### src/rtl/vlu_pkg.sv
package vlu_pkg;
  localparam int BYTE_W = 8;

  // bits a byte must move up so its top bit reaches msb_pos
  function automatic int lane_shift(input int msb_pos);
    return msb_pos - BYTE_W + 1;
  endfunction

  // one line holds two bytes per lane (every second one is kept)
  function automatic int line_bits(input int lanes);
    return lanes * 2 * BYTE_W;
  endfunction

  function automatic int line_lsbs(input int lanes);
    return $clog2(lanes * 2);
  endfunction
endpackage

### src/rtl/vlu_agen.sv
module vlu_agen import vlu_pkg::*; #(
  parameter int ADDR_W = 32,
  parameter int OFF_W  = 7,
  parameter int LANES  = 8
) (
  input  logic [ADDR_W-1:0] base,
  input  logic [OFF_W-1:0]  offset,
  output logic [ADDR_W-1:0] line_addr
);
  localparam int LSB = line_lsbs(LANES);
  localparam int EXT = ADDR_W - OFF_W;
  localparam logic [ADDR_W-1:0] ALIGN = ~((ADDR_W'(1) << LSB) - ADDR_W'(1));

  logic [ADDR_W-1:0] off_scaled;
  logic [ADDR_W-1:0] ea;

  assign off_scaled = {{EXT{offset[OFF_W-1]}}, offset} << LSB;
  assign ea         = base + off_scaled;
  assign line_addr  = ea & ALIGN;
endmodule

### src/rtl/vlu_pipe_reg.sv
module vlu_pipe_reg #(
  parameter int W = 8
) (
  input  logic         clk,
  input  logic         rst,
  input  logic         in_v,
  input  logic [W-1:0] in_pay,
  output logic         out_v,
  output logic [W-1:0] out_pay
);
  always_ff @(posedge clk) begin
    if (rst) out_v <= 1'b0;
    else     out_v <= in_v;
  end

  // payload carries no reset; it loads only with a valid request
  always_ff @(posedge clk) begin
    if (in_v) out_pay <= in_pay;
  end
endmodule

### src/rtl/vlu_lane_fmt.sv
module vlu_lane_fmt import vlu_pkg::*; #(
  parameter int LANES   = 8,
  parameter int LANE_W  = 16,
  parameter int MSB_POS = 14
) (
  input  logic [line_bits(LANES)-1:0] line,
  output logic [LANES*LANE_W-1:0]     lanes
);
  localparam int LB = line_bits(LANES);
  localparam int SH = lane_shift(MSB_POS);

  for (genvar i = 0; i < LANES; i++) begin : g_lane
    localparam int SRC_HI = LB - 1 - 2 * i * BYTE_W;
    assign lanes[i*LANE_W +: LANE_W] = LANE_W'(line[SRC_HI -: BYTE_W]) << SH;
  end
endmodule

### src/rtl/packed_byte_vload.sv
module packed_byte_vload import vlu_pkg::*; #(
  parameter int ADDR_W  = 32,
  parameter int OFF_W   = 7,
  parameter int VR_AW   = 5,
  parameter int ELEM_W  = 4,
  parameter int LANES   = 8,
  parameter int LANE_W  = 16,
  parameter int MSB_POS = 14
) (
  input  logic                      clk,
  input  logic                      rst,
  input  logic                      req_valid,
  input  logic [ADDR_W-1:0]         req_base,
  input  logic [OFF_W-1:0]          req_offset,
  input  logic [VR_AW-1:0]          req_vt,
  input  logic [ELEM_W-1:0]         req_elem,
  output logic                      mem_rd_en,
  output logic [ADDR_W-1:0]         mem_rd_addr,
  input  logic [line_bits(LANES)-1:0] mem_rd_data,
  output logic                      vr_we,
  output logic [VR_AW-1:0]          vr_idx,
  output logic [LANES*LANE_W-1:0]   vr_data,
  output logic                      elem_err
);
  localparam int SIDE_W = VR_AW + 1;
  localparam int S1_W   = ADDR_W + SIDE_W;

  // stage 0: address generation
  logic [ADDR_W-1:0] line_addr;

  vlu_agen #(.ADDR_W(ADDR_W), .OFF_W(OFF_W), .LANES(LANES)) u_agen (
    .base     (req_base),
    .offset   (req_offset),
    .line_addr(line_addr)
  );

  // stage 1: registered read request
  logic            s1_v;
  logic [S1_W-1:0] s1_pay;

  vlu_pipe_reg #(.W(S1_W)) u_s1 (
    .clk    (clk),
    .rst    (rst),
    .in_v   (req_valid),
    .in_pay ({line_addr, req_vt, |req_elem}),
    .out_v  (s1_v),
    .out_pay(s1_pay)
  );

  assign mem_rd_en   = s1_v;
  assign mem_rd_addr = s1_pay[SIDE_W +: ADDR_W];

  // stage 2: line returns from memory
  logic              s2_v;
  logic [SIDE_W-1:0] s2_pay;

  vlu_pipe_reg #(.W(SIDE_W)) u_s2 (
    .clk    (clk),
    .rst    (rst),
    .in_v   (s1_v),
    .in_pay (s1_pay[SIDE_W-1:0]),
    .out_v  (s2_v),
    .out_pay(s2_pay)
  );

  logic [LANES*LANE_W-1:0] fmt_vec;

  vlu_lane_fmt #(.LANES(LANES), .LANE_W(LANE_W), .MSB_POS(MSB_POS)) u_fmt (
    .line (mem_rd_data),
    .lanes(fmt_vec)
  );

  // stage 3: registered write-back
  always_ff @(posedge clk) begin
    if (rst) begin
      vr_we    <= 1'b0;
      elem_err <= 1'b0;
    end else begin
      vr_we    <= s2_v;
      elem_err <= s2_v & s2_pay[0];
    end
  end

  always_ff @(posedge clk) begin
    if (s2_v) begin
      vr_idx  <= s2_pay[SIDE_W-1:1];
      vr_data <= fmt_vec;
    end
  end
endmodule

### config.mk
export PLATFORM = sky130hd
export DESIGN_NAME = packed_byte_vload
export DESIGN_NICKNAME = d
export VERILOG_FILES = /design/src/rtl/vlu_pkg.sv /design/src/rtl/vlu_agen.sv /design/src/rtl/vlu_pipe_reg.sv /design/src/rtl/vlu_lane_fmt.sv /design/src/rtl/packed_byte_vload.sv
export SDC_FILE = /design/constraint.sdc
export NUM_CORES = 1
export LEC_CHECK = 0
export BUFFER_PORTS_ARGS = -buffer_cell sky130_fd_sc_hd__buf_2
export CAP_MARGIN = 20
export CORE_MARGIN = 3
export CORE_UTILIZATION = 25
export DETAILED_ROUTE_END_ITERATION = 10
export SETUP_SLACK_MARGIN = 0.2
export SLEW_MARGIN = 20
export SYNTH_ARGS = -nofsm -noshare
export SYNTH_HDL_FRONTEND = slang
export SYNTH_SLANG_ARGS = --single-unit
### constraint.sdc
create_clock -name clk -period 2.7 [get_ports clk]
set_input_delay 0.27 -clock clk [delete_from_list [all_inputs] [get_ports clk]]
set_output_delay 0.27 -clock clk [all_outputs]
set_load 0.01 [all_outputs]
# [Word level (Yosys, flattened, before mapping)]
# Index checks and enable logic that the tools add are counted.
[classes] add_sub_neg=1 mul=0 n_div=0 magnitude_cmp=0 eq_ne=0 shifts=0 muxes=0 n_bitwise=1 reduce_logical=1
[op_table] op="$add A32 B32 Y32" count=1
[op_table] op="$reduce_or A4 Y1" count=1
[op_table] op="$and A1 B1 Y1" count=1
[word_totals] reg_bits=113 latch_bits=0 ramBits=0 rom_bits=0 inputBits=179 out_inout_bits=168 elab_cells=11 mem_count=0

# [Logic depth before layout (Yosys ltp)]
# Gate-level depths: netlist of the first run.
[depth] ltp_word=1 mapped_depth=9 mapped_depth_nobuf=9

# [Hierarchy]
# From an unflattened synthesis of the first run, not the netlist that was laid out.
[unflattened] cells_unflattened=522 hier_area_um2=7931.4
[modules_own_cells] module="packed_byte_vload" instances=1 cells_each=138 area_per_inst_um2=4056.4 seq_area_each_um2=4033.9
[modules_own_cells] module="vlu_agen" instances=1 cells_each=207 area_per_inst_um2=1521.5 seq_area_each_um2=0.0
[modules_own_cells] module="vlu_pipe_reg at u_s1" instances=1 cells_each=40 area_per_inst_um2=1174.9 seq_area_each_um2=1161.1
[modules_own_cells] module="vlu_lane_fmt" instances=1 cells_each=129 area_per_inst_um2=964.7 seq_area_each_um2=0.0
[modules_own_cells] module="vlu_pipe_reg at u_s2" instances=1 cells_each=8 area_per_inst_um2=214.0 seq_area_each_um2=200.2

# [Worst setup path before layout of the first run]
# No wires, ideal clock.
[synth_timing] kind="in2reg" from="input port req_base[4]" to="register u_s1.out_pay[36] (data pin)" setup_time_ns=0.261 arrival_ns=2.181 required_time_ns=2.439 slack_ns=0.258 stages=9 path_buffers=0 path_cell_list="ha_1 > fa_1 > a21o_1 > a221o_2 > a21boi_4 > o21ai_4 > a311oi_1 > nor2b_1 > xor2_1"
[synth_via] elab_chain_cells=1
[synth_rtl] item="start: declaration" line_no="packed_byte_vload.sv:13" rtl="input logic [ADDR_W-1:0] req_base,"
[synth_rtl] item="$add A32 B32 Y32" line_no="vlu_agen.sv:18" rtl="assign ea = base + off_scaled;"
[synth_rtl] item="named net line_addr[30]" line_no="packed_byte_vload.sv:29" rtl="logic [ADDR_W-1:0] line_addr;"
[synth_rtl] item="end signal: assignment" line_no="vlu_pipe_reg.sv:18" rtl="if (in_v) out_pay <= in_pay;"
[synth_rtl] item="end: declaration" line_no="vlu_pipe_reg.sv:9" rtl="output logic [W-1:0] out_pay"
# The timed path passes the listed nets, and every way through them passes these cells.
# A chain may end at the register's enable or synchronous reset.

# [Worst setup path after layout of the first run]
# Same ends and word-level chain as after synthesis.

==> results of run 1 <==
## metrics by stage
stage	hold WS [ps]	util [%]
after floorplan	341.6	-
after global placement	400.3	30.21
after detailed placement	404.5	30.21
after CTS	12.34	32.82
after global routing	12.75	32.84
final	36.02	32.84
## where the power goes
group          leakage (nW)  internal (W)  total, W  switching, W
clock network         0.274       0.00136   0.00213      0.000774
logic                  1.79      0.000297  0.000728      0.000431
registers              1.06       0.00207   0.00210     0.0000277
total                  3.12       0.00373   0.00496       0.00123
## cells by family after synthesis
family                     Yosys count  share of synthesized area, %
buffers and inverters              108                         13.71
xor gates and xnor gates            22                         3.449
adders and majority gates           28                         6.405
muxes                                1                        0.1792
AOI/OAI and AO/OA                   77                         9.249
other                                1                       0.06712
DFF                                113                         60.02
and+or+nand+nor                     79                         6.921
## sequential cells by signal, summed over array words and instances, names as in the netlist
signal / flops
u_s2.out_pay: 6
u_s1.out_v: 1
elem_err: 1
vr_idx: 5
u_s1.out_pay: 34
vr_we: 1
u_s2.out_v: 1
vr_data: 64
## what timing repair did
item,4_1_cts,5_1_grt
buffers inserted,0,0
resized for setup,0,1
endpoints found under the hold margin,0,0
endpoints found under the setup margin,0,1
## metal layers
metal  vias up  share of wire, %  global-route usage (%)
met2       155                51                   18.56
met4         0               1.7                   4.127
met3        14               9.8                   4.757
met5         -                 0                       0
met1      1778                38                   11.31
li1       1828                 -                       -
## cell type report
cell class / count / area [sq um]
inverter: 7 / 26.28
clock buffer: 19 / 432.9
sequential: 113 / 3354
tap: 280 / 350.3
fill: 2223 / 14700
multi-input combinational: 275 / 1723
timing repair buffer: 225 / 1164
clock inverter: 13 / 137.6
## critical path: stages
cell and delay (ps):
buf_2 100, ha_1 220, fa_1 400, a21o_1 190, a221o_2 400, a21boi_4 210
o21ai_4 80, a311oi_1 400, nor2b_1 110, xor2_1 170
## worst paths after layout
| check | start | endpoint | slack, ps | cells past startpoint |
|---|---|---|---|---|
| min reg2reg | u_s2.out_pay[1]$_DFFE_PP_ | vr_idx[0]$_DFFE_PP_ | 420 | 0 |
| min | mem_rd_data[61] | vr_data[76]$_DFFE_PP_ | 40 | 1 |
| max | req_base[4] | u_s1.out_pay[36]$_DFFE_PP_ | 290 | 10 |
| max reg2reg | u_s2.out_v$_SDFF_PP0_ | elem_err$_SDFF_PP0_ | 1300 | 3 |
## Yosys cell counts (all sizes together) (5+ instances only)
| cell | count | share of area, % |
|---|---|---|
| nand2 | 19 | 1.3 |
| clkbuf | 5 | 0.34 |
| nand4 | 6 | 0.67 |
| o21ai | 17 | 1.7 |
| inv | 7 | 0.47 |
| a21oi | 28 | 2.5 |
| xnor2 | 11 | 1.7 |
| a21o | 10 | 1.3 |
| edfxtp | 109 | 59 |
| buf | 96 | 13 |
| nand3 | 6 | 0.54 |
| ha | 27 | 6.0 |
| xor2 | 11 | 1.7 |
| nor3 | 6 | 0.54 |
| nor2b | 7 | 0.78 |
| nor2 | 23 | 1.5 |
==> results.md, run 1 <==
* Area Overhead vs Synth at 28.67%
* F_max at 415.2 MHz
* Ys async rst share at 0%
* Area of the mapped netlist at 0.005587 sq mm
* Layout cell share with drive strength beyond 1 at 40.49%
* Final min period at 2409 ps
* Core area at 0.02189 sq mm
* Die area at 0.02418 sq mm
* Root Buffer Master: clkbuf_16
* Power per Cell Area at 689.8 mW/mm^2
* Post-synth EDFFs at 109
* Worst setup SP type: input port
* Die height at 155.5 um
* Dpl ws at -107.6 ps
* Diodes inserted at 0
* Register bit count reported by yosys at 113
* Final GP Congestion at 0.8292
* Worst Max-Slew Pin Slew at 874.8 ps
* CTS buffer count at 17
* DRT Pass-1 Iters at 4
* Reg clk slew, reported paths at 60 ps
* Final #Nets at 846
* DR vias at 3,775
* Crit path DAT at 2560 ps
* H-tree depth at 4
* Final period utilization at 89.21%
* Number of DRC markers in iteration 0 at 242
* WL final at 13.70 mm
* Die width at 155.5 um
* Post-DR wirelength/cell at 14.70 um
* Tot Pwr at 0.004958 W
* Top-Level Pins at 347
* Commonest cells after routing, fill and taps aside: 210 x buf_2, 109 x edfxtp_1, 68 x conb_1, 27 x a21oi_1, 27 x ha_1
* Vias per cell at 4.050
* Register area share after synthesis at 60.02%
* Status: finished clean
* GRT Overall Usage at 10.66%
* Placed instance area at 0.006614 sq mm
* Pins Over Slew Limit at 0
* Crit Path Class: input port to register
* Ys Warns at 0
* DRT antenna net count at 0
* Fin. Hold Viols at 0
* CTS Hold Bufs at 0
* RSZ-0062 raised after global routing: no
* Synthesized instance count at 429
* Clock Latency Late Sink at 410 ps
* Setup TNS at 0 ps
* Post-route setup slack at 291.4 ps
* Leakage at 3.121 nW
* CP endpoint kind: register
* Placed insts at 900
* Yosys cell types at 47
* Largest net degree at the start of global routing at 71
* Avg Inst Size Synth at 13.02 sq um
* Finished Layout Cells at 932
* Post-route cell area at 0.007188 sq mm
* Drt drc at 0
* Worst Path Required at 2850 ps
* Final Skew at 3.979 ps
* CP Max Fanout at 4
* Placed wire-length estimate at 11.00 mm
* Clock Sinks at 113
* Initial antenna violation count at 0
* Peak supply drop at 0.3951 mV
* Initial cell density of the core at 25.52%
* Port buffer count at 210
* Row cnt at 54
* First-pass GRT wire length at 19.51 mm
* # Max-Cap Violations at 0
* Min-Delay Path Class: input port to register
* Max_slew headroom at 41.68%
* Final setup vio count at 0
* Commonest non-fill, non-tap cell in the layout: buf_2
* Total gr overflow at 0
* Main synth FF type: edfxtp_1
* TritonCTS clock tree: built
* Clock Path Buffers at 2
* Vias in the first global route at 3,583
Note: power is estimated with default switching activity, not from simulation.
==> inputs of run 2 (changes only) <==
--- a/config.mk
+++ b/config.mk
@@ -8,9 +8,10 @@
 export BUFFER_PORTS_ARGS = -buffer_cell sky130_fd_sc_hd__buf_2
 export CAP_MARGIN = 20
 export CORE_MARGIN = 3
-export CORE_UTILIZATION = 25
+export CORE_UTILIZATION = 33
 export DETAILED_ROUTE_END_ITERATION = 10
 export SETUP_SLACK_MARGIN = 0.2
+export SKIP_LAST_GASP = 1
 export SLEW_MARGIN = 20
 export SYNTH_ARGS = -nofsm -noshare
 export SYNTH_HDL_FRONTEND = slang
==> run 2 against run 1 <==
  * Count of clock-buffer cells in the layout fell by 2
  * First-iteration DRC count fell by 43%
  * Flip-flop and latch count did not move
  * Fmax fell by 1.3%
  * Core utilization rose by 11 points
  * Highest routed layer unchanged
  * Clock power rose by 6%
==> results.md, run 2 (synthesized netlist as in run 1, its figures left out) <==
* Switching part of the total at 24.65%
* DR vias at 3,759
* Largest regs: vr_data: 64 flops, u_s1.out_pay: 34 flops, u_s2.out_pay: 6 flops
* Commonest non-fill, non-tap cell in the layout: buf_2
* RSZ-0062 raised after global routing: no
* Max_slew headroom at 43.65%
* Internal at 0.003820 W
* Final min period at 2441 ps
* Vias per cell at 4.356
* Post-CTS setup buffer count at 0
* Number of DRC markers in iteration 0 at 137
* Setup TNS at 0 ps
* GRT Overall Usage at 12.54%
* Crit path DAT at 2590 ps
* First-pass GRT wire length at 18.07 mm
* Clock Path Buffers at 2
* Clock Sinks at 113
* Die width at 136.1 um
* Switching power at 0.001250 W
* Worst setup SP type: input port
* Die area at 0.01853 sq mm
* DRT Pass-1 Iters at 4
* CTS resizes at 0
* Clock share of power at 44.6%
* CTS Hold Bufs at 0
* Post-route setup slack at 258.6 ps
* CP Max Fanout at 4
* Cells on Worst Hold Path at 1
* Initial antenna violation count at 0
* Worst Path Required at 2850 ps
* Power per Cell Area at 713.7 mW/mm^2
* Seq pwr share at 41.5%
* CTS buffer count at 17
* Fin. Hold Viols at 0
* Dpl ws at -61.35 ps
* Port buffer count at 210
* Row cnt at 46
* CP endpoint kind: register
* Peak supply drop at 0.3488 mV
* Die height at 136.1 um
* Reg clk slew, reported paths at 60 ps
* Post-DR wirelength/cell at 14.32 um
* Final Skew at 3.458 ps
* R2R cell count at 1
* Area Overhead vs Synth at 27.17%
* Status: finished clean
* Pins Over Slew Limit at 0
* Initial cell density of the core at 34.42%
* Final period utilization at 90.42%
* Largest net degree at the start of global routing at 71
* Commonest cells after routing, fill and taps aside: 210 x buf_2, 109 x edfxtp_1, 68 x conb_1, 28 x a21oi_1, 27 x ha_1
* Min-Delay Path Class: input port to register
* Layout cell share with drive strength beyond 1 at 40.03%
* Final setup vio count at 0
* Total gr overflow at 0
* F_max at 409.6 MHz
* Vias in the first global route at 3,563
* DRT antenna net count at 0
* Worst Max-Slew Pin Slew at 845.3 ps
* Core area at 0.01623 sq mm
* Crit Path Class: input port to register
* Comb power frac at 14.0%
* Largest register FFs at 64
* Final #Nets at 841
* Top-Level Pins at 347
* Placed wire-length estimate at 9.726 mm
* Diodes inserted at 0
* Drt drc at 0
* Most flops, register: vr_data
* Clock Latency Late Sink at 390 ps
* TritonCTS clock tree: built
* Final GP Congestion at 0.8365
* # Max-Cap Violations at 0
* WL final at 12.36 mm
* Leakage at 3.111 nW
* H-tree depth at 4
* Root Buffer Master: clkbuf_16
## run 2: cell count changes in the layout (fill, tap and decap cells not counted), moves of 2 or more
| cell | before | now |
|---|---|---|
| clkbuf_1 | 2 | 0 |
| buf_4 | 15 | 10 |
| clkinv_4 | 2 | 4 |
| clkinv_2 | 4 | 1 |
## run 2: power groups by stage
stage / sequential, W / combinational (W) / clock [W]
CTS: 0.00210 / 0.000712 / 0.00233
detailed placement: 0.00214 / 0.000709 / 0
global placement: 0.00214 / 0.000702 / 0
global route: 0.00211 / 0.000782 / 0.00241
floorplan: 0.00216 / 0.000548 / 0
finish: 0.00210 / 0.000707 / 0.00226
## run 2: final timing paths
| path | start | endpoint | slack, ps |
|---|---|---|---|
| worst max register to register | u_s2.out_v$_SDFF_PP0_ | vr_data[109]$_DFFE_PP_ | 1330 |
| worst min register to register | u_s2.out_pay[1]$_DFFE_PP_ | vr_idx[0]$_DFFE_PP_ | 420 |
| worst min-delay path | mem_rd_data[109] | vr_data[28]$_DFFE_PP_ | 40 |
| worst max-delay path | req_base[4] | u_s1.out_pay[36]$_DFFE_PP_ | 260 |
## run 2: through the flow
stage / total power [W] / hold slack, ps / area (sq um) / util [%] / std cells
final: 0.005070 / 43.83 / 7104 / 43.77 / 863
after global routing: 0.005307 / 18.66 / 7104 / 43.77 / 863
after CTS: 0.005144 / 19.75 / 7104 / 43.77 / 863
after detailed placement: 0.002849 / 406.6 / 6496 / 40.02 / 831
after global placement: 0.002839 / 402.9 / 6496 / 40.02 / 831
after floorplan: 0.002707 / 341.6 / 5838 / - / 496
## run 2: routing by layer
layer | GRT usage, % | routed length, um
met1 | 14.05 | 4806
met2 | 22.51 | 6268
met3 | 3.109 | 1075
met4 | 5.487 | 210
met5 | 0 | 0
## run 2: final cells by class
cell class                      instances  area, sq um
Tap cell                              216        270.3
Clock buffer                           17        425.4
Fill cell                            1551         9126
Clock inverter                         15        182.7
Multi-Input combinational cell        275         1719
Timing Repair Buffer                  220         1126
Sequential cell                       113         3354
Inverter                                7        26.28
## run 2: worst max-delay path, stage by stage
cell	delay [ps]
buf_2	100
ha_1	220
fa_1	390
a21o_1	190
a221o_2	400
a21boi_4	210
o21ai_4	100
a311oi_1	450
nor2b_1	110
xor2_1	150
